File: src/rtl/tsram_pkg.sv
package tsram_pkg;

  typedef enum logic [1:0] {
    CYC_IDLE  = 2'd0,
    CYC_READ  = 2'd1,
    CYC_WRITE = 2'd2
  } cycKind_e;

  // strobes from control to datapath
  typedef struct packed {
    logic stepGo;     // clock edge is active (not stalled)
    logic sleepGo;    // standby at this edge
    logic captureGo;  // current beat is a write with at least one lane
    logic readOn;     // current beat is a selected read
  } dpStrobe_t;

endpackage

File: src/rtl/tsram_ctrl.sv
module tsram_ctrl
  import tsram_pkg::*;
#(
  parameter int ADDR_W     = 4,
  parameter int LANES      = 2,
  parameter int BURST_BITS = 2
) (
  input  logic              clk,
  input  logic              rst,
  input  logic              clkEnN,
  input  logic              advLdN,
  input  logic              rwN,
  input  logic              ceN,
  input  logic              ce2,
  input  logic              ce2N,
  input  logic [LANES-1:0]  byteWeN,
  input  logic [ADDR_W-1:0] addr,
  input  logic              linearBurst,
  input  logic              sleep,
  output dpStrobe_t         strobe,
  output logic [ADDR_W-1:0] curAddr,
  output logic [LANES-1:0]  curLanes
);

  localparam int HIGH_W = ADDR_W - BURST_BITS;

  cycKind_e              cycKind;
  logic [ADDR_W-1:0]     baseAddr;
  logic [BURST_BITS-1:0] beatCnt;
  logic [LANES-1:0]      laneEn;
  logic                  selNow;
  logic [BURST_BITS-1:0] lowBits;

  assign selNow = !ceN && ce2 && !ce2N;

  always_ff @(posedge clk) begin
    if (rst) begin
      cycKind  <= CYC_IDLE;
      baseAddr <= '0;
      beatCnt  <= '0;
      laneEn   <= '0;
    end else if (!clkEnN) begin
      if (sleep) begin
        cycKind <= CYC_IDLE;
      end else if (!advLdN) begin
        cycKind  <= selNow ? (rwN ? CYC_READ : CYC_WRITE) : CYC_IDLE;
        baseAddr <= addr;
        beatCnt  <= '0;
        laneEn   <= ~byteWeN;
      end else begin
        beatCnt <= beatCnt + 1'b1;
        if (cycKind == CYC_WRITE) laneEn <= ~byteWeN;
      end
    end
  end

  assign lowBits = linearBurst ? (baseAddr[BURST_BITS-1:0] + beatCnt)
                               : (baseAddr[BURST_BITS-1:0] ^ beatCnt);

  generate
    if (HIGH_W > 0) begin : g_upper
      assign curAddr = {baseAddr[ADDR_W-1:BURST_BITS], lowBits};
    end else begin : g_flat
      assign curAddr = lowBits;
    end
  endgenerate

  assign curLanes         = laneEn;
  assign strobe.stepGo    = !clkEnN;
  assign strobe.sleepGo   = sleep;
  assign strobe.captureGo = (cycKind == CYC_WRITE) && (|laneEn);
  assign strobe.readOn    = (cycKind == CYC_READ);

endmodule

File: src/rtl/tsram_datapath.sv
module tsram_datapath
  import tsram_pkg::*;
#(
  parameter int ADDR_W = 4,
  parameter int LANES  = 2,
  parameter int LANE_W = 9
) (
  input  logic                    clk,
  input  logic                    rst,
  input  dpStrobe_t               strobe,
  input  logic [ADDR_W-1:0]       curAddr,
  input  logic [LANES-1:0]        curLanes,
  input  logic [LANES*LANE_W-1:0] dataIn,
  input  logic                    oeN,
  input  logic                    sleep,
  output logic [LANES*LANE_W-1:0] rdData,
  output logic                    rdDrive
);

  localparam int DEPTH  = 1 << ADDR_W;
  localparam int WORD_W = LANES * LANE_W;

  logic [WORD_W-1:0] memArr [DEPTH];
  logic [WORD_W-1:0] pendData;
  logic [ADDR_W-1:0] pendAddr;
  logic [LANES-1:0]  pendLanes;
  logic              pendValid;
  logic              commitNow;
  logic [WORD_W-1:0] memWord;
  logic [WORD_W-1:0] mergedWord;

  assign commitNow = strobe.stepGo && !strobe.sleepGo && pendValid;

  // input data register: holds the latest sampled write until next edge
  always_ff @(posedge clk) begin
    if (rst) begin
      pendValid <= 1'b0;
      pendData  <= '0;
      pendAddr  <= '0;
      pendLanes <= '0;
    end else if (strobe.stepGo) begin
      if (strobe.sleepGo) begin
        pendValid <= 1'b0;
      end else if (strobe.captureGo) begin
        pendValid <= 1'b1;
        pendData  <= dataIn;
        pendAddr  <= curAddr;
        pendLanes <= curLanes;
      end else begin
        pendValid <= 1'b0;
      end
    end
  end

  // deferred array commit, lane by lane
  always_ff @(posedge clk) begin
    if (commitNow) begin
      for (int l = 0; l < LANES; l++) begin
        if (pendLanes[l]) memArr[pendAddr][l*LANE_W +: LANE_W] <= pendData[l*LANE_W +: LANE_W];
      end
    end
  end

  assign memWord = memArr[curAddr];

  generate
    for (genvar g = 0; g < LANES; g++) begin : g_fwd
      logic hitLane;
      assign hitLane = pendValid && (pendAddr == curAddr) && pendLanes[g];
      assign mergedWord[g*LANE_W +: LANE_W] = hitLane ? pendData[g*LANE_W +: LANE_W]
                                                      : memWord[g*LANE_W +: LANE_W];
    end
  endgenerate

  assign rdDrive = strobe.readOn && !oeN && !sleep;
  assign rdData  = rdDrive ? mergedWord : '0;

endmodule

File: src/rtl/turnless_sram.sv
module turnless_sram
  import tsram_pkg::*;
#(
  parameter int ADDR_W     = 4,
  parameter int LANES      = 2,
  parameter int LANE_W     = 9,
  parameter int BURST_BITS = 2
) (
  input  logic                    clk,
  input  logic                    rst,
  input  logic                    clkEnN,
  input  logic                    advLdN,
  input  logic                    rwN,
  input  logic                    ceN,
  input  logic                    ce2,
  input  logic                    ce2N,
  input  logic [LANES-1:0]        byteWeN,
  input  logic [ADDR_W-1:0]       addr,
  input  logic                    linearBurst,
  input  logic [LANES*LANE_W-1:0] dataIn,
  input  logic                    oeN,
  input  logic                    sleep,
  output logic [LANES*LANE_W-1:0] rdData,
  output logic                    rdDrive
);

  dpStrobe_t         strobe;
  logic [ADDR_W-1:0] curAddr;
  logic [LANES-1:0]  curLanes;

  tsram_ctrl #(.ADDR_W(ADDR_W), .LANES(LANES), .BURST_BITS(BURST_BITS)) u_ctrl (
    .clk(clk), .rst(rst), .clkEnN(clkEnN), .advLdN(advLdN), .rwN(rwN),
    .ceN(ceN), .ce2(ce2), .ce2N(ce2N), .byteWeN(byteWeN), .addr(addr),
    .linearBurst(linearBurst), .sleep(sleep),
    .strobe(strobe), .curAddr(curAddr), .curLanes(curLanes)
  );

  tsram_datapath #(.ADDR_W(ADDR_W), .LANES(LANES), .LANE_W(LANE_W)) u_dp (
    .clk(clk), .rst(rst), .strobe(strobe), .curAddr(curAddr), .curLanes(curLanes),
    .dataIn(dataIn), .oeN(oeN), .sleep(sleep), .rdData(rdData), .rdDrive(rdDrive)
  );

endmodule

File: config.mk
export PLATFORM = sky130hd
export DESIGN_NAME = turnless_sram
export DESIGN_NICKNAME = d
export VERILOG_FILES = /design/src/rtl/tsram_pkg.sv /design/src/rtl/tsram_ctrl.sv /design/src/rtl/tsram_datapath.sv /design/src/rtl/turnless_sram.sv
export SDC_FILE = /design/constraint.sdc
export NUM_CORES = 1
export LEC_CHECK = 0
export BUFFER_PORTS_ARGS = -buffer_cell sky130_fd_sc_hd__buf_2
export CORE_UTILIZATION = 50
export CTS_CLUSTER_SIZE = 14
export DETAILED_ROUTE_END_ITERATION = 16
export GPL_TIMING_DRIVEN = 0
export PLACE_DENSITY = 0.77
export SKIP_LAST_GASP = 1
export SLEW_MARGIN = 5
export SYNTH_ARGS = -nofsm -noshare
export SYNTH_HDL_FRONTEND = slang
export SYNTH_SLANG_ARGS = --single-unit
File: constraint.sdc
create_clock -name clk -period 4.8 [get_ports clk]
set_input_delay 0.72 -clock clk [delete_from_list [all_inputs] [get_ports clk]]
set_output_delay 0.72 -clock clk [all_outputs]
set_load 0.005 [all_outputs]
* Word-level counts from Yosys, hierarchy flattened *
Memories as Yosys holds them, arrays and structs flattened.
Index checks and enable logic that the tools add are counted.

storage, ports and cells
  register bits = 35
  bits in writable memories = 288
  input port bits = 35
  word-level logic and storage cells = 61
  memories = 1

memories
  memory       words  width  read ports  clocked after Yosys merged registers in  write ports  RTL line              source
  u_dp.memArr  16     18     1           0                                        1            tsram_datapath.sv:23  logic [WORD_W-1:0] memArr [DEPTH];

operators by class
  add/subtract/negate cells = 2
  equality and inequality tests = 5
  muxes and demuxes = 19
  bitwise gates (word level) = 5
  reduce and logical (&&, ||, !) cells = 21

operator list
  cell                                                              number
  18-bit two-way mux                                                1
  9-bit two-way mux                                                 2
  2-bit two-way mux                                                 8
  1-bit logical AND                                                 10
  3-bit AND reduction                                               3
  1-bit two-way mux                                                 8
  1-bit zero test                                                   5
  4-bit == test                                                     1
  2-bit by 1-bit != test with 1-bit output (second input constant)  2
  2-bit AND reduction                                               2
  1-bit inverter                                                    3
  2-bit by 1-bit adder with 2-bit output (second input constant)    1
  2-bit adder                                                       1
  2-bit by 1-bit == test with 1-bit output (second input constant)  1
  2-bit == test (second input constant)                             1
  2-bit inverter                                                    1
  2-bit OR reduction                                                1
  2-bit bitwise XOR                                                 1

* Depth between registers and ports, before layout *
Gate-level depths: netlist (run 1).

  word-level depth = 7
  gate-level depth with buffers = 9
  mapped depth without buffers = 6

* Modules after synthesis *
Synthesis (run 1) repeated with hierarchy kept, for this count alone.

unflattened totals
  cell total of the unflattened synthesis = 692
  area total of the unflattened synthesis = 12,679.7 µm²

by module, submodules not included
  module          times used  cells an instance  area each (µm²)  seq. area each (µm²)
  tsram_datapath  1           639                12,170.4         9,148.8
  tsram_ctrl      1           53                 509.2            200.2

* Worst setup path before layout (run 1) *
Ideal clock, no wire load.

  kind = in2out
  from = in linearBurst
  to = out rdData[14]
  data arrival time = 2.312 ns
  slack = 1.768 ns
  stages on the path = 7
  path through = and2_1 > buf_2 > xnor2_4 > buf_6 > mux4_2 > nand2b_1 > o211ai_1

between the ends
  word-level cells in the longest chain between the ends = 6
  elaborated cells on any way between the ends = 7
  those cells by class = eq/ne (1); mux (3); reduce/logical (2); memory (1)

ends and longest elaborated chain
  what                                                        RTL line              source
  start: declaration                                          turnless_sram.sv:19   input logic linearBurst,
  2-bit two-way mux (*)                                       tsram_ctrl.sv:57      assign lowBits = linearBurst ? (baseAddr[BURST_BITS-1:0] + beatCnt)
  branches (longest 3 deep; another with memory 16 x 18 bit)  -
  9-bit two-way mux (*)                                       tsram_datapath.sv:70  assign mergedWord[g*LANE_W +: LANE_W] = hitLane ? pendData[g*LANE_W +: LANE_W]
  18-bit two-way mux (*)                                      tsram_datapath.sv:76  assign rdData = rdDrive ? mergedWord : '0;
  end: declaration                                            turnless_sram.sv:23   output logic [LANES*LANE_W-1:0] rdData,

Every way passes the cells marked *.

* Worst setup path in the final report (run 1) *
  from = reg u_ctrl.beatCnt[0]
  to = out rdData[7]

between the ends
  word-level cells in the longest chain between the ends = 7
  elaborated cells on any way between the ends = 9
  those cells by class = add/sub (1); eq/ne (1); mux (3); bitwise (1); reduce/logical (2); memory (1)

ends and longest elaborated chain
  what                                                        RTL line                            source
  start: declaration                                          tsram_ctrl.sv:29                    logic [BURST_BITS-1:0] beatCnt;
  start signal: assignment                                    tsram_ctrl.sv:51                    beatCnt <= beatCnt + 1'b1;
  2-bit adder or 2-bit bitwise XOR (tied branches)            tsram_ctrl.sv:57, tsram_ctrl.sv:58
  2-bit two-way mux (*)                                       tsram_ctrl.sv:57
  via curAddr[0]                                              turnless_sram.sv:28                 logic [ADDR_W-1:0] curAddr;
  branches (longest 3 deep; another with memory 16 x 18 bit)  -
  9-bit two-way mux (*)                                       tsram_datapath.sv:70
  18-bit two-way mux (*)                                      tsram_datapath.sv:76

Mark *: on every way through the listed nets, which the timed path passes.

==> impl_metrics.sql, run 1 <==
INSERT INTO impl_metrics (metric_group, metric, value, unit) VALUES
('pwr', 'p_switching', '0.00111', 'W'),
('clock_tree', 'postCtsSetupBuffers', '0', ''),
('sta', 'setup_repair_after_global_routing_missed_its_margin', 'no', ''),
('pwr', 'combinationalPowerShare', '4.1', '%'),
('floorplanning', 'die_w', '167', 'um'),
('synthesis', 'ys_seq_area_share', '68.3', '%'),
('pwr', 'power.internal', '0.00450', 'W'),
('synthesis', 'synth.yosys.warnings', '0', ''),
('pwr', 'design_power_total', '0.00561', 'W'),
('pwr', 'power_density', '365', 'nW/um^2'),
('sta', 'report.final.slew_viol_count', '0', ''),
('global_routing', 'pin_count_of_the_biggest_net_entering_global_routing', '19', ''),
('floorplanning', 'floorplan.rows', '60', ''),
('sta', 'final.period_utilization', '90.8', '%'),
('global_routing', 'grt_usage', '22.1', '%'),
('clock_tree', 'cts_tree', 'built', ''),
('synthesis', 'synth.cell_area', '13700', 'um^2'),
('synthesis', 'cell_type_with_the_highest_aggregate_area_in_the_netlist', 'edfxtp_1', ''),
('pwr', 'irDropWorstVdd', '0.311', 'mV'),
('clock_tree', 'cts_max_level', '1', ''),
('floorplanning', 'floorplan.io_pins', '54', ''),
('placement', 'post-dp-hpwl', '21100', 'um'),
('synthesis', 'ys_async_sr_fraction', '0', '%'),
('synthesis', 'synth-edff-count', '288', ''),
('clock_tree', 'clock_sink_count', '323', ''),
('sta', 'max_clock_freq', '230', 'MHz'),
('pwr', 'power.leakage', '5.43', 'nW'),
('sta', 'fin_worst_skew', '0.00723', 'ns'),
('outcome', 'status', 'finished, final reports clean', ''),
('clock_tree', 'clock-root-buffer', 'clkbuf_16', ''),
('drt', 'route.vias.total', '8443', ''),
('synthesis', 'synth_cells', '958', ''),
('global_routing', 'grt_pass1_vias', '8353', ''),
('pwr', 'power.clock.fraction', '42.1', '%'),
('floorplanning', 'design.core.area', '26900', 'um^2'),
('drt', 'drt-vias-per-instance', '6.01', ''),
('drt', 'drt_iter0_markers', '1011', ''),
('placement', 'routabilityCongestion', '0.874', ''),
('sta', 'final-setup-viol-count', '0', ''),
('synthesis', 'yosys_register_bits', '323', ''),
('global_routing', 'grt_pass1_wl', '47000', 'um'),
('placement', 'portBuffers', '51', ''),
('global_routing', 'grt_antenna_before_repair', '0', ''),
('synthesis', 'synthMostInstantiatedCell', 'edfxtp_1', ''),
('drt', 'drt-pass1-iter-count', '6', ''),
('synthesis', 'synth_nets', '994', ''),
('job', 'timing.max_cap.violations', '0', ''),
('drt', 'drt-total-wl', '30800', 'um'),
('clock_tree', 'clk-insertion-delay-late', '0.54', 'ns'),
('clock_tree', 'clk_pin_slew', '0.06', 'ns'),
('global_routing', 'grt_overflow_total', '0', ''),
('pwr', 'share_seq_of_total_power', '53.8', '%'),
('clock_tree', 'post_cts.resized_instances', '0', ''),
('synthesis', 'synth_flop_cell', 'edfxtp_1', ''),
('drt', 'drc', '0', ''),
('clock_tree', 'hold_buffers', '0', ''),
('sta', 'final.setup.tns', '0', 'ns'),
('synthesis', 'post_synth_most_frequent_cells', '288 x edfxtp_1, 110 x nand2_1, 82 x nor2_1, 75 x mux2i_1, 40 x o21ai_0', ''),
('setup_path', 'critical_path.max_fanout', '10', ''),
('floorplanning', 'dieHeight', '167', 'um'),
('synthesis', 'synth_area_per_cell', '14.3', 'um^2'),
('pwr', 'power.switching_fraction', '19.8', '%'),
('sta', 'finalHoldViolCount', '0', ''),
('final_layout', 'syn_to_final_growth', '12.1', '%'),
('drt', 'drtAntennaViolNets', '0', ''),
('synthesis', 'netlist-cell-type-count', '48', ''),
('final_layout', 'nNetsFinal', '1077', ''),
('setup_path', 'arrival', '3.64', 'ns'),
('clock_tree', 'total_clock_buffers_created_by_cts', '30', ''),
('floorplanning', 'initial_core_util', '51.0', '%'),
('synthesis', 'synth_top_cells_by_area', 'edfxtp_1 63%, mux4_2 5.6%, mux2i_1 5.5%', ''),
('sta', 'final.min_clock_period', '4.36', 'ns'),
('final_layout', 'antenna_cells', '0', ''),
('setup_path', 'timing.critical_path.from_type', 'flip-flop', ''),
('sta', 'max_slew.worst_pin.slew', '1.12', 'ns'),
('final_layout', 'drive_above_1_share', '15.0', '%'),
('setup_path', 'worst-setup-path-type', 'flip-flop to output pin', ''),
('sta', 'slew_headroom', '25.0', '%'),
('setup_path', 'crit_path_end_kind', 'output pin', ''),
('drt', 'post_drt_wl_per_cell', '21.9', 'um'),
('floorplanning', 'die_area', '28100', 'um^2'),
('clock_tree', 'cts-root-to-sink-buffers', '3', ''),
('synthesis', 'yosysTopAreaCellShare', '63.2', '%'),
('setup_path', 'crit_required', '4.08', 'ns'),
('hold_path', 'hold_class', 'input port to flip-flop', '');
sequential cells by signal (all words and copies together) (netlist names), 2 cells and up:
signal           count
u_dp.pendLanes       2
u_ctrl.beatCnt       2
u_dp.memArr        288
u_ctrl.curLanes      2
u_ctrl.cycKind       2
u_dp.pendData       18
u_ctrl.baseAddr      4
u_dp.pendAddr        4
critical path, cell delays in order, from the launching register on:
cell and delay [ns]:
dfxtp_1 0.34, ha_1 0.39, clkbuf_1 0.26, buf_4 0.25, nor2_1 0.46, clkbuf_1 0.52
a31oi_1 0.16, a22oi_1 0.34, o211ai_1 0.19, buf_2 0.18
worst paths after layout:
check	from	to	slack [ns]	cells past startpoint
worst max register to register	u_ctrl.baseAddr[2]$_SDFFE_PP0P_	u_ctrl.baseAddr[2]$_SDFFE_PP0P_	2.36	7
worst max-delay path	u_ctrl.beatCnt[0]$_SDFFE_PP0P_	rdData[7]	0.44	9
worst min register to register	u_ctrl.cycKind[0]$_SDFFE_PP0P_	u_ctrl.cycKind[0]$_SDFFE_PP0P_	0.47	2
worst min-delay path	byteWeN[0]	u_ctrl.curLanes[0]$_SDFFE_PP0P_	0.35	2
cells by family (layout without fill, tap and decap cells):
group / Yosys count / in the layout / synth area share (%)
flip-flops: 323 / 323 / 68.3
AND/OR/NAND/NOR: 305 / 305 / 10.3
AO/OA/AOI/OAI: 149 / 149 / 6.93
multiplexers: 114 / 114 / 11.7
buffers and inverters: 59 / 165 / 1.97
XOR/XNOR: 7 / 7 / 0.749
adder cells (fa/ha/maj): 1 / 1 / 0.0914
power by group through the flow:
stage / Sequential, W / Clock, W / Combinational [W]
CTS: 0.00302 / 0.00237 / 0.000227
finish: 0.00302 / 0.00236 / 0.000230
detailed placement: 0.00308 / 0 / 0.000225
floorplan: 0.00308 / 0 / 0.000154
global route: 0.00302 / 0.00248 / 0.000248
global placement: 0.00308 / 0 / 0.000220
layer usage:
layer / track usage, % / part of all wire (%)
met2: 36.4 / 48
met5: 0 / 0
met4: 9.21 / 3.8
met3: 3.52 / 7.6
met1: 29.3 / 41
cells in the final DEF (no fill, tap or decap), types with 4 or more instances in the layout:
master	netlist	routed
mux2i_1	75	75
nand2_1	110	110
a31oi_1	15	15
nor2_1	82	82
nand2b_1	21	21
clkinv_2	0	5
mux4_2	34	34
clkinv_1	1	6
o211ai_1	18	18
xor2_1	4	4
nor2b_1	39	39
edfxtp_1	288	288
nor3_1	37	37
buf_2	15	66
clkbuf_1	33	42
a22oi_1	15	15
clkbuf_16	0	31
a21oi_1	30	30
o21ai_0	40	40
bufinv_16	0	4
o22a_1	15	15
dfxtp_1	35	35
per-stage QoR:
step                instance area, um^2  std cells  util, %  worst slack (ns)  hold WS (ns)
global route                      15400       1405     57.1             0.338         0.349
finish                            15400       1405     57.1             0.443         0.350
detailed placement                14400       1350     53.5             0.945         0.464
CTS                               15400       1405     57.1             0.512         0.340
floorplan                         13700        958        -              1.77         0.445
global placement                  14400       1350     53.5             0.953         0.456
layout make-up:
class / count / area, um^2
timing repair buffer: 51 / 255
inverter: 3 / 11.3
buffer: 56 / 259
multi-input combinational: 576 / 4080
clock buffer: 40 / 810
clock inverter: 15 / 171
fill: 2060 / 11500
sequential: 323 / 9350
tap: 341 / 427
No activity file was read; power rests on OpenSTA's default activity.
==> inputs of run 2 (changes only) <==
--- a/config.mk
+++ b/config.mk
@@ -5,12 +5,12 @@
 export SDC_FILE = /design/constraint.sdc
 export NUM_CORES = 1
 export LEC_CHECK = 0
-export BUFFER_PORTS_ARGS = -buffer_cell sky130_fd_sc_hd__buf_2
 export CORE_UTILIZATION = 50
 export CTS_CLUSTER_SIZE = 14
 export DETAILED_ROUTE_END_ITERATION = 16
+export DONT_BUFFER_PORTS = 1
 export GPL_TIMING_DRIVEN = 0
-export PLACE_DENSITY = 0.77
+export PLACE_DENSITY = 0.75
 export SKIP_LAST_GASP = 1
 export SLEW_MARGIN = 5
 export SYNTH_ARGS = -nofsm -noshare
==> impl_metrics.sql, run 2 (synthesis results as in run 1) <==
INSERT INTO impl_metrics (metric_group, metric, value, unit) VALUES
('outcome', 'status', 'finished, final reports clean', ''),
('pwr', 'irDropWorstVdd', '0.330', 'mV'),
('hold_path', 'hold_class', 'input port to flip-flop', ''),
('sta', 'final-setup-viol-count', '0', ''),
('global_routing', 'grt_usage', '22.0', '%'),
('global_routing', 'grt_overflow_total', '0', ''),
('placement', 'post-dp-hpwl', '21200', 'um'),
('final_layout', 'register_containing_the_most_flip_flops_in_the_final_layout', 'u_dp.memArr', ''),
('setup_path', 'path_common_cell', 'clkbuf_1', ''),
('sta', 'final.setup.tns', '0', 'ns'),
('drt', 'drt-total-wl', '30700', 'um'),
('final_layout', 'multiInputGateArea', '4080', 'um^2'),
('placement', 'placed_area', '14100', 'um^2'),
('floorplanning', 'design.core.area', '26900', 'um^2'),
('final_layout', 'largest_registers', 'u_dp.memArr (288), u_dp.pendData (18)', ''),
('final_layout', 'ff_latch_area', '9350', 'um^2'),
('global_routing', 'grt_antenna_before_repair', '0', ''),
('floorplanning', 'floorplan.io_pins', '54', ''),
('final_layout', 'layout_commonest_cell', 'edfxtp_1', ''),
('global_routing', 'pin_count_of_the_biggest_net_entering_global_routing', '19', ''),
('final_layout', 'drive_above_1_share', '11.1', '%'),
('setup_path', 'critical_path.max_fanout', '10', ''),
('clock_tree', 'clock-root-buffer', 'clkbuf_16', ''),
('sta', 'max_slew.worst_pin.slew', '1.06', 'ns'),
('clock_tree', 'total_clock_buffers_created_by_cts', '30', ''),
('job', 'timing.max_cap.violations', '0', ''),
('setup_path', 'critical_path.max_stage_delay', '0.51', 'ns'),
('sta', 'final.min_clock_period', '4.24', 'ns'),
('drt', 'drt-pass1-iter-count', '5', ''),
('final_layout', 'syn_to_final_growth', '10.1', '%'),
('setup_path', 'worst-setup-path-type', 'flip-flop to output pin', ''),
('sta', 'setup_repair_after_global_routing_missed_its_margin', 'no', ''),
('setup_path', 'worstPathBufferInverterCount', '3', ''),
('final_layout', 'most-common-layout-cells', '288 x edfxtp_1, 110 x nand2_1, 82 x nor2_1', ''),
('final_layout', 'finish.instance_area', '15100', 'um^2'),
('setup_path', 'worst_path_dominant_cell_family', 'buffers and inverters', ''),
('final_layout', 'num-fill-cells', '2060', ''),
('sta', 'finalHoldViolCount', '0', ''),
('drt', 'drc', '0', ''),
('pwr', 'power.leakage', '5.19', 'nW'),
('pwr', 'power_density', '366', 'nW/um^2'),
('clock_tree', 'cts-root-to-sink-buffers', '3', ''),
('clock_tree', 'clock_sink_count', '323', ''),
('setup_path', 'crit_required', '4.08', 'ns'),
('drt', 'post_drt_wl_per_cell', '22.6', 'um'),
('floorplanning', 'floorplan.rows', '60', ''),
('clock_tree', 'cts_max_level', '1', ''),
('clock_tree', 'cts_tree', 'built', ''),
('setup_path', 'slowest_library_cell_on_the_worst_path', 'clkbuf_1', ''),
('sta', 'slew_headroom', '28.9', '%'),
('clock_tree', 'postCtsSetupBuffers', '0', ''),
('placement', 'routabilityCongestion', '0.883', ''),
('final_layout', 'largest_reg_flops', '288', ''),
('drt', 'drtAntennaViolNets', '0', ''),
('final_layout', 'nNetsFinal', '1026', ''),
('sta', 'report.final.slew_viol_count', '0', ''),
('sta', 'fin_worst_skew', '0.0140', 'ns'),
('drt', 'drt_iter0_markers', '957', ''),
('global_routing', 'grt_pass1_wl', '47000', 'um'),
('sta', 'max_clock_freq', '236', 'MHz'),
('setup_path', 'timing.critical_path.from_type', 'flip-flop', ''),
('setup_path', 'arrival', '3.52', 'ns'),
('clock_tree', 'hold_buffers', '0', ''),
('placement', 'portBuffers', '0', ''),
('setup_path', 'crit_chain', 'ha_1, clkbuf_1, buf_4, nor2_1, clkbuf_1, a31oi_1, a22oi_1, o211ai_1', ''),
('global_routing', 'grt_pass1_vias', '8356', ''),
('floorplanning', 'die_area', '28100', 'um^2'),
('drt', 'route.vias.total', '8277', ''),
('clock_tree', 'clk_pin_slew', '0.06', 'ns'),
('final_layout', 'antenna_cells', '0', ''),
('drt', 'drt-vias-per-instance', '6.11', ''),
('floorplanning', 'initial_core_util', '51.0', '%'),
('floorplanning', 'dieHeight', '167', 'um'),
('floorplanning', 'die_w', '167', 'um'),
('clock_tree', 'clk-insertion-delay-late', '0.54', 'ns'),
('setup_path', 'crit_path_end_kind', 'output pin', ''),
('sta', 'final.period_utilization', '88.3', '%'),
('clock_tree', 'post_cts.resized_instances', '0', '');
-- run 2: cell types whose count changed in the layout (fill, tap and decap cells not counted), sizes merged --
cell	before	now
clkinvlp	1	2
clkbuf	73	76
bufinv	4	1
buf	74	23
-- run 2: per-layer routing --
metal,GRT usage [%],share of wire [%],up-vias
li1,-,-,3686
met3,3.24,7.7,86
met1,28.9,40,4069
met5,0,0,-
met4,9.25,3.7,0
met2,36.7,48,436
-- run 2: final timing paths --
| kind | from | endpoint | slack [ns] | depth (start not counted) |
|---|---|---|---|---|
| hold / removal | byteWeN[1] | u_ctrl.curLanes[1]$_SDFFE_PP0P_ | 0.27 | 1 |
| setup / recovery | u_ctrl.beatCnt[0]$_SDFFE_PP0P_ | rdData[9] | 0.56 | 8 |
| setup reg to reg | u_ctrl.baseAddr[2]$_SDFFE_PP0P_ | u_ctrl.baseAddr[2]$_SDFFE_PP0P_ | 2.21 | 7 |
| hold reg to reg | u_ctrl.cycKind[0]$_SDFFE_PP0P_ | u_ctrl.cycKind[0]$_SDFFE_PP0P_ | 0.47 | 2 |
-- run 2: layout make-up --
class	instances	share of cell area, %
Buffer	56	1.72
Tap cell	341	2.83
Clock buffer	43	5.77
Sequential cell	323	62.0
Multi-Input combinational cell	576	27.0
Clock inverter	13	0.597
Inverter	3	0.0747
-- run 2: stage by stage --
stage	instances	hold slack, ns	setup slack, ns	utilization, %	power, W
2_1_floorplan	958	0.445	1.77	-	0.00323
3_3_place_gp	1299	0.457	1.30	52.5	0.00328
3_5_place_dp	1299	0.459	1.24	52.5	0.00329
4_1_cts	1355	0.259	0.643	56.1	0.00552
5_1_grt	1355	0.260	0.478	56.1	0.00566
6_report	1355	0.274	0.562	56.1	0.00552
-- run 2: worst reg2reg max path, stage by stage (launching register included) --
cell and delay (ns):
dfxtp_1 0.32, clkbuf_1 0.26, clkbuf_1 0.70, clkbuf_1 0.54, inv_1 0.32, nor2_1 0.17
a21oi_1 0.05, nor2_1 0.15
-- run 2: power by group --
group | switching [W] | internal, W
Combinational | 0.000132 | 0.0000831
Sequential | 0.00000323 | 0.00302
Clock | 0.000976 | 0.00131
Total | 0.00111 | 0.00441
==> inputs of run 3 (changes only) <==
--- a/config.mk
+++ b/config.mk
@@ -10,8 +10,8 @@
 export DETAILED_ROUTE_END_ITERATION = 16
 export DONT_BUFFER_PORTS = 1
 export GPL_TIMING_DRIVEN = 0
+export MAX_ROUTING_LAYER = met4
 export PLACE_DENSITY = 0.75
-export SKIP_LAST_GASP = 1
 export SLEW_MARGIN = 5
 export SYNTH_ARGS = -nofsm -noshare
 export SYNTH_HDL_FRONTEND = slang
==> impl_metrics.sql, run 3 (synthesis results as in run 1) <==
INSERT INTO impl_metrics (metric_group, metric, value, unit) VALUES
('outcome', 'status', 'finished, final reports clean', ''),
('floorplanning', 'die_w', '167', 'um'),
('clock_tree', 'total_clock_buffers_created_by_cts', '30', ''),
('clock_tree', 'cts_max_level', '1', ''),
('clock_tree', 'clk-insertion-delay-late', '0.55', 'ns'),
('global_routing', 'pin_count_of_the_biggest_net_entering_global_routing', '19', ''),
('global_routing', 'grt_pass1_wl', '47100', 'um'),
('floorplanning', 'floorplan.rows', '60', ''),
('pwr', 'power.internal', '0.00441', 'W'),
('drt', 'drt_iter0_markers', '1023', ''),
('clock_tree', 'postCtsSetupBuffers', '0', ''),
('floorplanning', 'floorplan.io_pins', '54', ''),
('pwr', 'irDropWorstVdd', '0.329', 'mV'),
('global_routing', 'grt_pass1_vias', '8337', ''),
('pwr', 'share_seq_of_total_power', '54.7', '%'),
('pwr', 'p_switching', '0.00111', 'W'),
('setup_path', 'crit_required', '4.08', 'ns'),
('final_layout', 'nNetsFinal', '1026', ''),
('setup_path', 'timing.critical_path.from_type', 'flip-flop', ''),
('setup_path', 'critical_path.max_fanout', '10', ''),
('sta', 'fin_worst_skew', '0.0185', 'ns'),
('sta', 'final-setup-viol-count', '0', ''),
('sta', 'report.final.slew_viol_count', '0', ''),
('sta', 'slew_headroom', '29.1', '%'),
('drt', 'route.vias.total', '8234', ''),
('hold_path', 'hold_class', 'input port to flip-flop', ''),
('pwr', 'power.clock.fraction', '41.3', '%'),
('sta', 'max_clock_freq', '237', 'MHz'),
('drt', 'post_drt_wl_per_cell', '22.6', 'um'),
('clock_tree', 'clock-root-buffer', 'clkbuf_16', ''),
('sta', 'setup_repair_after_global_routing_missed_its_margin', 'no', ''),
('drt', 'drt-vias-per-instance', '6.08', ''),
('final_layout', 'largest_registers', 'u_dp.memArr (288), u_dp.pendData (18)', ''),
('placement', 'routabilityCongestion', '0.898', ''),
('setup_path', 'crit_chain', 'ha_1, clkbuf_1, buf_4, nor2_1, clkbuf_1, a31oi_1, a22oi_1, o211ai_1', ''),
('final_layout', 'layout_commonest_cell', 'edfxtp_1', ''),
('clock_tree', 'cts-root-to-sink-buffers', '3', ''),
('drt', 'drt-total-wl', '30600', 'um'),
('pwr', 'power_density', '366', 'nW/um^2'),
('clock_tree', 'hold_buffers', '0', ''),
('final_layout', 'drive_above_1_share', '11.1', '%'),
('setup_path', 'critical_path.max_stage_delay', '0.52', 'ns'),
('final_layout', 'antenna_cells', '0', ''),
('final_layout', 'largest_reg_flops', '288', ''),
('global_routing', 'grt_usage', '22.6', '%'),
('setup_path', 'worstPathBufferInverterCount', '3', ''),
('clock_tree', 'post_cts.resized_instances', '0', ''),
('pwr', 'power.switching_fraction', '20.1', '%'),
('final_layout', 'postLayoutCoreUtil', '56.1', '%'),
('setup_path', 'crit_path_end_kind', 'output pin', ''),
('pwr', 'power.leakage', '5.19', 'nW'),
('global_routing', 'grt_antenna_before_repair', '0', ''),
('setup_path', 'arrival', '3.50', 'ns'),
('sta', 'final.min_clock_period', '4.22', 'ns'),
('drt', 'drtAntennaViolNets', '0', ''),
('final_layout', 'register_containing_the_most_flip_flops_in_the_final_layout', 'u_dp.memArr', ''),
('sta', 'final.period_utilization', '88.0', '%'),
('global_routing', 'grt_overflow_total', '0', ''),
('placement', 'post-dp-hpwl', '21200', 'um'),
('clock_tree', 'clock_sink_count', '323', ''),
('placement', 'portBuffers', '0', ''),
('clock_tree', 'cts_tree', 'built', ''),
('floorplanning', 'initial_core_util', '51.0', '%'),
('pwr', 'combinationalPowerShare', '3.9', '%'),
('drt', 'drc', '0', ''),
('final_layout', 'most-common-layout-cells', '288 x edfxtp_1, 110 x nand2_1, 82 x nor2_1', ''),
('final_layout', 'syn_to_final_growth', '10.1', '%'),
('floorplanning', 'dieHeight', '167', 'um'),
('setup_path', 'path_common_cell', 'clkbuf_1', ''),
('clock_tree', 'clk_pin_slew', '0.06', 'ns'),
('drt', 'drt-pass1-iter-count', '7', ''),
('setup_path', 'worst_path_dominant_cell_family', 'buffers and inverters', ''),
('floorplanning', 'design.core.area', '26900', 'um^2'),
('sta', 'final.setup.tns', '0', 'ns'),
('job', 'timing.max_cap.violations', '0', ''),
('sta', 'finalHoldViolCount', '0', ''),
('sta', 'max_slew.worst_pin.slew', '1.06', 'ns'),
('pwr', 'design_power_total', '0.00552', 'W'),
('floorplanning', 'die_area', '28100', 'um^2'),
('setup_path', 'worst-setup-path-type', 'flip-flop to output pin', ''),
('setup_path', 'slowest_library_cell_on_the_worst_path', 'clkbuf_1', '');
-- run 3: cell counts in the layout (fill, tap and decap cells not counted) --
Identical to the previous run, type by type.
-- run 3: layer usage --
| layer | part of all wire (%) | track usage, % | vias up |
|---|---|---|---|
| met5 | 0 | - | - |
| met1 | 40 | 28.7 | 4014 |
| met2 | 49 | 36.8 | 428 |
| li1 | - | - | 3701 |
| met3 | 8.1 | 3.50 | 91 |
| met4 | 3.6 | 8.97 | 0 |
-- run 3: final timing paths --
kind                                           to  cells after the start  slack, ns                       startpoint
setup / recovery                        rdData[9]                      8       0.58   u_ctrl.beatCnt[0]$_SDFFE_PP0P_
hold / removal    u_ctrl.curLanes[1]$_SDFFE_PP0P_                      1       0.27                       byteWeN[1]
setup reg to reg  u_ctrl.baseAddr[2]$_SDFFE_PP0P_                      7       2.25  u_ctrl.baseAddr[2]$_SDFFE_PP0P_
hold reg to reg    u_ctrl.cycKind[0]$_SDFFE_PP0P_                      2       0.47   u_ctrl.cycKind[0]$_SDFFE_PP0P_
-- run 3: power groups by stage --
stage / clock (W) / combinational, W / sequential (W)
final: 0.00228 / 0.000216 / 0.00302
after global routing: 0.00241 / 0.000230 / 0.00302
after CTS: 0.00229 / 0.000212 / 0.00302
after detailed placement: 0 / 0.000210 / 0.00308
after global placement: 0 / 0.000205 / 0.00308
after floorplan: 0 / 0.000154 / 0.00308
-- run 3: worst reg2reg max path: stages, from the launching register on --
cell and delay, ns:
dfxtp_1 0.32, clkbuf_1 0.26, clkbuf_1 0.69, clkbuf_1 0.54
inv_1 0.31, nor2_1 0.16, a21oi_1 0.05, nor2_1 0.15
-- run 3: area by class of cell --
type | count | area, um^2
buffer | 56 | 259
clock buffer | 43 | 871
clock inverter | 13 | 90.1
fill | 2060 | 11800
inverter | 3 | 11.3
multi-input combinational | 576 | 4080
sequential | 323 | 9350
tap | 341 | 427
-- run 3: per-stage QoR --
stage	worst slack (ns)	cells	hold slack, ns	cell area, um^2
global placement	1.30	1299	0.457	14100
detailed placement	1.24	1299	0.459	14100
global route	0.488	1355	0.260	15100
floorplan	1.77	958	0.445	13700
CTS	0.643	1355	0.259	15100
finish	0.578	1355	0.273	15100
